**src/rtl/coin_streak_pkg.sv**
```systemverilog
package coin_streak_pkg;

  // Decoded toss symbol
  typedef enum logic [1:0] {
    SYM_ABSENT = 2'd0,
    SYM_HEAD   = 2'd1,
    SYM_TAIL   = 2'd2
  } toss_sym_t;

  // Result produced on a transition
  typedef enum logic [1:0] {
    RES_NONE = 2'd0,
    RES_WIN  = 2'd1,
    RES_LOSE = 2'd2
  } result_t;

  // Map the valid/value pair onto a symbol
  function automatic toss_sym_t classify_toss(input logic valid, input logic head);
    if (!valid)    return SYM_ABSENT;
    else if (head) return SYM_HEAD;
    else           return SYM_TAIL;
  endfunction

endpackage

```
**src/rtl/toss_decoder.sv**
```systemverilog
module toss_decoder
  import coin_streak_pkg::*;
(
  input  logic      valid_i,
  input  logic      head_i,
  output toss_sym_t sym_o
);

  always_comb begin
    sym_o = classify_toss(valid_i, head_i);
  end

endmodule

```
**src/rtl/streak_next.sv**
```systemverilog
module streak_next
  import coin_streak_pkg::*;
#(
  parameter int RUN_LEN = 3,
  parameter int CNT_W   = $clog2(RUN_LEN)
) (
  input  logic [CNT_W-1:0] cur_i,
  input  toss_sym_t        sym_i,
  output logic [CNT_W-1:0] nxt_o,
  output result_t          res_o
);

  localparam logic [CNT_W-1:0] LAST = CNT_W'(RUN_LEN - 1);

  always_comb begin
    nxt_o = cur_i;
    res_o = RES_NONE;
    unique case (sym_i)
      SYM_HEAD: begin
        if (cur_i >= LAST) begin
          nxt_o = '0;
          res_o = RES_WIN;
        end else begin
          nxt_o = cur_i + 1'b1;
        end
      end
      SYM_TAIL: begin
        nxt_o = '0;
        res_o = RES_LOSE;
      end
      default: begin
        nxt_o = cur_i;
        res_o = RES_NONE;
      end
    endcase
  end

endmodule

```
**src/rtl/streak_regs.sv**
```systemverilog
module streak_regs
  import coin_streak_pkg::*;
#(
  parameter int CNT_W = 2
) (
  input  logic             clk,
  input  logic             rst,
  input  logic [CNT_W-1:0] nxt_i,
  input  result_t          res_i,
  output logic [CNT_W-1:0] state_q,
  output logic             win_q,
  output logic             lose_q
);

  always_ff @(posedge clk) begin
    if (rst) begin
      state_q <= '0;
      win_q   <= 1'b0;
      lose_q  <= 1'b0;
    end else begin
      state_q <= nxt_i;
      win_q   <= (res_i == RES_WIN);
      lose_q  <= (res_i == RES_LOSE);
    end
  end

endmodule

```
**src/rtl/coin_streak_fsm.sv**
```systemverilog
module coin_streak_fsm
  import coin_streak_pkg::*;
#(
  parameter int RUN_LEN = 3,
  parameter int CNT_W   = $clog2(RUN_LEN)
) (
  input  logic             clk,
  input  logic             rst,
  input  logic             toss_valid,
  input  logic             toss_head,
  output logic             win_o,
  output logic             lose_o,
  output logic [CNT_W-1:0] state_o
);

  toss_sym_t        toss_sym;
  logic [CNT_W-1:0] pos_next;
  result_t          res_next;

  toss_decoder u_dec (
    .valid_i (toss_valid),
    .head_i  (toss_head),
    .sym_o   (toss_sym)
  );

  streak_next #(.RUN_LEN(RUN_LEN), .CNT_W(CNT_W)) u_next (
    .cur_i (state_o),
    .sym_i (toss_sym),
    .nxt_o (pos_next),
    .res_o (res_next)
  );

  streak_regs #(.CNT_W(CNT_W)) u_regs (
    .clk     (clk),
    .rst     (rst),
    .nxt_i   (pos_next),
    .res_i   (res_next),
    .state_q (state_o),
    .win_q   (win_o),
    .lose_q  (lose_o)
  );

endmodule

```
**config.mk**
```make
export PLATFORM = sky130hd
export DESIGN_NAME = coin_streak_fsm
export DESIGN_NICKNAME = d
export VERILOG_FILES = /design/src/rtl/coin_streak_pkg.sv /design/src/rtl/toss_decoder.sv /design/src/rtl/streak_next.sv /design/src/rtl/streak_regs.sv /design/src/rtl/coin_streak_fsm.sv
export SDC_FILE = /design/constraint.sdc
export NUM_CORES = 1
export LEC_CHECK = 0
export BUFFER_PORTS_ARGS = -buffer_cell sky130_fd_sc_hd__buf_2
export CORE_AREA = 2 2 39 41
export CTS_BUF_LIST = sky130_fd_sc_hd__clkbuf_8
export CTS_CLUSTER_DIAMETER = 80
export DETAILED_ROUTE_END_ITERATION = 10
export DIE_AREA = 0 0 41 43
export PLACE_DENSITY = 0.34
export SLEW_MARGIN = 20
export SYNTH_ARGS = -nofsm -noshare
export SYNTH_HDL_FRONTEND = slang
export SYNTH_SLANG_ARGS = --single-unit
```
**constraint.sdc**
```tcl
create_clock -name clk -period 0.8 [get_ports clk]
set_input_delay 0.04 -clock clk [delete_from_list [all_inputs] [get_ports clk]]
set_output_delay 0.04 -clock clk [all_outputs]
set_load 0.01 [all_outputs]
```
# Word-level counts from Yosys, hierarchy flattened

Index checks and enable logic that the tools add are counted.

Flip-flop bits (word level): 4
Logic and storage cells: 16
Output and inout port bits: 4

$lt $le $gt $ge: 1
Muxes and demuxes: 6
Reduce and logical (&&, ||, !) cells: 1
Eq/ne operators: 4
Add/subtract/negate cells: 1

Operators with widths:

| kind                                                      | count |
|---|---|
| one-hot mux 2 bit (2 select lines)                        | 2 |
| two-way mux 2 bit                                         | 3 |
| equality test 2 x 1 -> 1 bit (second input constant)      | 2 |
| equality test 2 bit (second input constant)               | 2 |
| adder 2 x 1 -> 2 bit (second input constant)              | 1 |
| greater-or-equal comparator 2 bit (second input constant) | 1 |
| nonzero test 2 bit                                        | 1 |
| two-way mux 1 bit                                         | 1 |

# Depth between registers and ports, before layout

Word-level depth: 5
Mapped depth: 2
Depth with buffers taken out: 2

# By module

Synthesis repeated with hierarchy kept, for this count alone.

Cells, all modules: 21
Area total of the unflattened synthesis: 215.2 um^2

Modules (own cells, without submodules):

| module       | cells each | instances | area an instance (um^2) |
|---|---|---|---|
| streak_regs  | 8          | 1         | 107.6 |
| streak_next  | 11         | 1         | 91.3 |
| toss_decoder | 2          | 1         | 16.3 |

# Worst setup path before layout

OpenSTA, ideal clock, no wires.

Path type: flip-flop to flip-flop
Start: reg u_regs.state_q[1]
End: reg u_regs.state_q[0]
Stages on the path, launching flop included: 3
Required time: 682 ps
Slack: 103 ps
Clock period less this slack: 697 ps
Arrival: 579 ps
Cells stage by stage: dfxtp_1 > nand4bb_1 > a21oi_1

Word-level cells in the longest chain between the ends: 3

Ends and longest elaborated chain:

| what                               | line              | RTL |
|---|---|---|
| from (decl)                        | streak_regs.sv:10 | `output logic [CNT_W-1:0] state_q,` |
| from (signal assigned)             | streak_regs.sv:21 | `state_q <= nxt_i;` |
| greater-or-equal comparator 2 bit  | streak_next.sv:20 | `if (cur_i >= LAST) begin` |
| two-way mux 2 bit                  | streak_next.sv:20 |  |
| one-hot mux 2 bit (2 select lines) | streak_next.sv:18 | `unique case (sym_i)` |

Every way passes these cells.
A chain may end at the register's enable or synchronous reset.

# Worst setup path after layout

Start: reg u_regs.state_q[0]
End: out state_o[0]

RTL lines:

| what      | line                  | RTL |
|---|---|---|
| to (decl) | coin_streak_fsm.sv:13 | `output logic [CNT_W-1:0] state_o` |

No word-level cell between the ends.

==> results.py <==
metrics = {
    "floorplanning": {
        "die_y_um": 43,
        "initial_core_util_pct": 10.2,
        "io_pins": 8,
        "fp-row-count": 14,
        "core_um2": 1380,
        "die_area_um2": 1760,
        "die_x_um": 41,
    },
    "routing": {
        "drt_wl_total_um": 328,
        "vias": 139,
        "drtIter0Drc": 3,
        "wl_per_cell_um": 8.63,
        "dr.pass1.iters": 3,
        "drc": 0,
        "postRouteAntennaNets": 0,
        "via_per_inst": 3.66,
    },
    "global_route": {
        "antenna_found_initial": 0,
        "gr-total-overflow": 0,
        "grt_max_degree": 7,
        "track_usage_pct": 4.90,
        "grt_pass1_vias": 128,
        "grt_pass1_wl_um": 476,
    },
    "yosys": {
        "yosysUniqueCellTypes": 7,
        "synthCells": 12,
        "ys_warn_count": 0,
        "ys_seq_area_share_pct": 56.6,
        "syn_avg_cell_area_um2": 11.8,
        "synth_fp_nets": 16,
        "yosys_register_bits": 4,
        "netlist_area_um2": 141,
    },
    "min_path": {
        "min_to": "u_regs.state_q[1]",
        "min_from": "rst",
        "hold_class": "input port to register",
        "min_path_cells": 2,
    },
    "clock_network": {
        "cts_tree": "yes",
        "cts_hold_buf": 0,
        "root_buffer": "clkbuf_8",
        "h-tree-depth": 1,
        "cts.clk_slew.worst_paths_ps": 30,
        "clock_path_buffers": 2,
        "cts_buffers": 3,
        "clock_sinks": 4,
        "clk_latency_ps": 220,
    },
    "sta": {
        "max_slew_margin_pct": 90.4,
        "fin_skew_ps": 1.66,
        "tns_ps": 0,
        "finalHoldViolCount": 0,
        "timing.fmax_mhz": 1320,
        "tightestPinTransition_ps": 144,
        "setup_viol": 0,
        "timing.final.crit_share_pct": 94.5,
        "slew_viol_final": 0,
        "period_needed_ps": 756,
        "rsz0062_at_grt": "no",
    },
    "setup_path": {
        "worstSetupPathType": "register to output port",
        "worstRegToRegCells": 2,
        "critPathSlowestCell": "dfxtp_1",
        "worst-path-max-fanout": 4,
        "worst_ep_arrival_time_ps": 720,
        "reg2reg_from": "u_regs.state_q[1]",
        "regToRegSetupSlack_ps": 110,
        "r2r_end": "u_regs.state_q[0]",
        "cp_cell_sequence": "buf_2",
        "crit_buf_inv": 1,
        "crit_start": "u_regs.state_q[0]",
        "cp.required_ps": 760,
        "worstSetupStartpointType": "register",
        "cp-end-kind": "output port",
        "path_delay_family": "flip-flops",
        "cpPeakStageDelay_ps": 350,
    },
    "placement": {
        "io_buffer_count": 7,
        "placed_area_um2": 196,
        "gp_congestion": 0.468,
    },
    "final_layout": {
        "drive_above_1_share_pct": 54.5,
        "syn_to_final_growth_pct": 69.0,
        "final_common_cell": "buf_2",
        "final_nets": 28,
        "layout_common_cells": "buf_2, clkbuf_8, dfxtp_1",
        "stdcell_area_um2": 239,
        "n_antenna_cell": 0,
    },
    "flow_run": {
        "maxCapViolations": 0,
    },
    "pwr": {
        "vdd_drop_max_mv": 0.295,
        "switchingPower_uw": 120,
        "intPower_uw": 544,
        "p_sw_share_pct": 18.0,
        "pwr-share-seq_pct": 31.8,
        "clkPwrFrac_pct": 63.2,
        "power_density_nw_per_um2": 2780,
        "combPwrFrac_pct": 5.0,
        "p_leak_nw": 0.103,
    },
    "run_status": {
        "outcome": "finished clean",
    },
}
==> registers in the layout (all words and copies together), names as in the netlist <==
register	flops
u_regs.state_q	2
u_regs.win_q	1
u_regs.lose_q	1
==> power by group through the flow <==
stage	Sequential (mW)	Combinational, mW	Clock (mW)
final	0.211	0.0334	0.420
after global routing	0.212	0.0380	0.447
after CTS	0.211	0.0338	0.429
after detailed placement	0.213	0.0336	0
after global placement	0.213	0.0326	0
after floorplan	0.216	0.0101	0
==> layer usage <==
layer  track usage (%)  share of wire [%]  vias up
li1                  -                  -       67
met1              3.50                 32       58
met2              6.25                 42       11
met3              3.14                 17        3
met4              8.00                8.2        0
met5                 0                  0        -
==> synthesized netlist by cell type <==
master     count  share of area, %
dfxtp_1        4                57
a21oi_1        2               7.1
nand2b_1       2               8.8
nand4bb_1      1               8.0
and4b_2        1               8.0
nor3b_1        1               5.3
nand4b_1       1               6.2
==> cell type report <==
type	count	area, um2
fill	152	1140
sequential	4	81.3
multi-input combinational	8	61.3
clock buffer	3	41.3
timing repair buffer	7	35.0
tap	16	20.0
==> metrics by stage <==
stage / setup slack, ps / power, mW / hold WS, ps / cells / utilization (%)
2_1_floorplan: 103 / 0.226 / 109 / 12 / -
4_1_cts: 25.7 / 0.674 / 29.3 / 38 / 17.2
3_5_place_dp: 104 / 0.247 / 254 / 35 / 14.2
3_3_place_gp: 121 / 0.246 / 246 / 35 / 14.2
5_1_grt: 0.986 / 0.697 / 38.4 / 38 / 17.3
6_report: 44.1 / 0.664 / 21.1 / 38 / 17.3
==> cells by family after synthesis <==
logic type	Yosys count	share of synthesized area, %
simple gates	6	36.3
compound gates	2	7.08
flops	4	56.6
==> what timing repair did <==
action | in CTS | in global routing
resized for setup | 0 | 1
endpoints found under the setup margin | 0 | 1
setup buffers | 0 | 0
==> worst max path at each step <==
| stage | slack [ps] | depth (start not counted) | to |
|---|---|---|---|
| 3_5_place_dp | 100 | 2 | u_regs.state_q[0] |
| 2_1_floorplan | 100 | 2 | u_regs.state_q[0] |
| 3_3_place_gp | 120 | 2 | u_regs.state_q[0] |
| 5_1_grt | 1 | 1 | state_o[0] |
| 6_report | 40 | 1 | state_o[0] |
| 4_1_cts | 30 | 1 | state_o[1] |
Power figures use the tool's default switching activity.
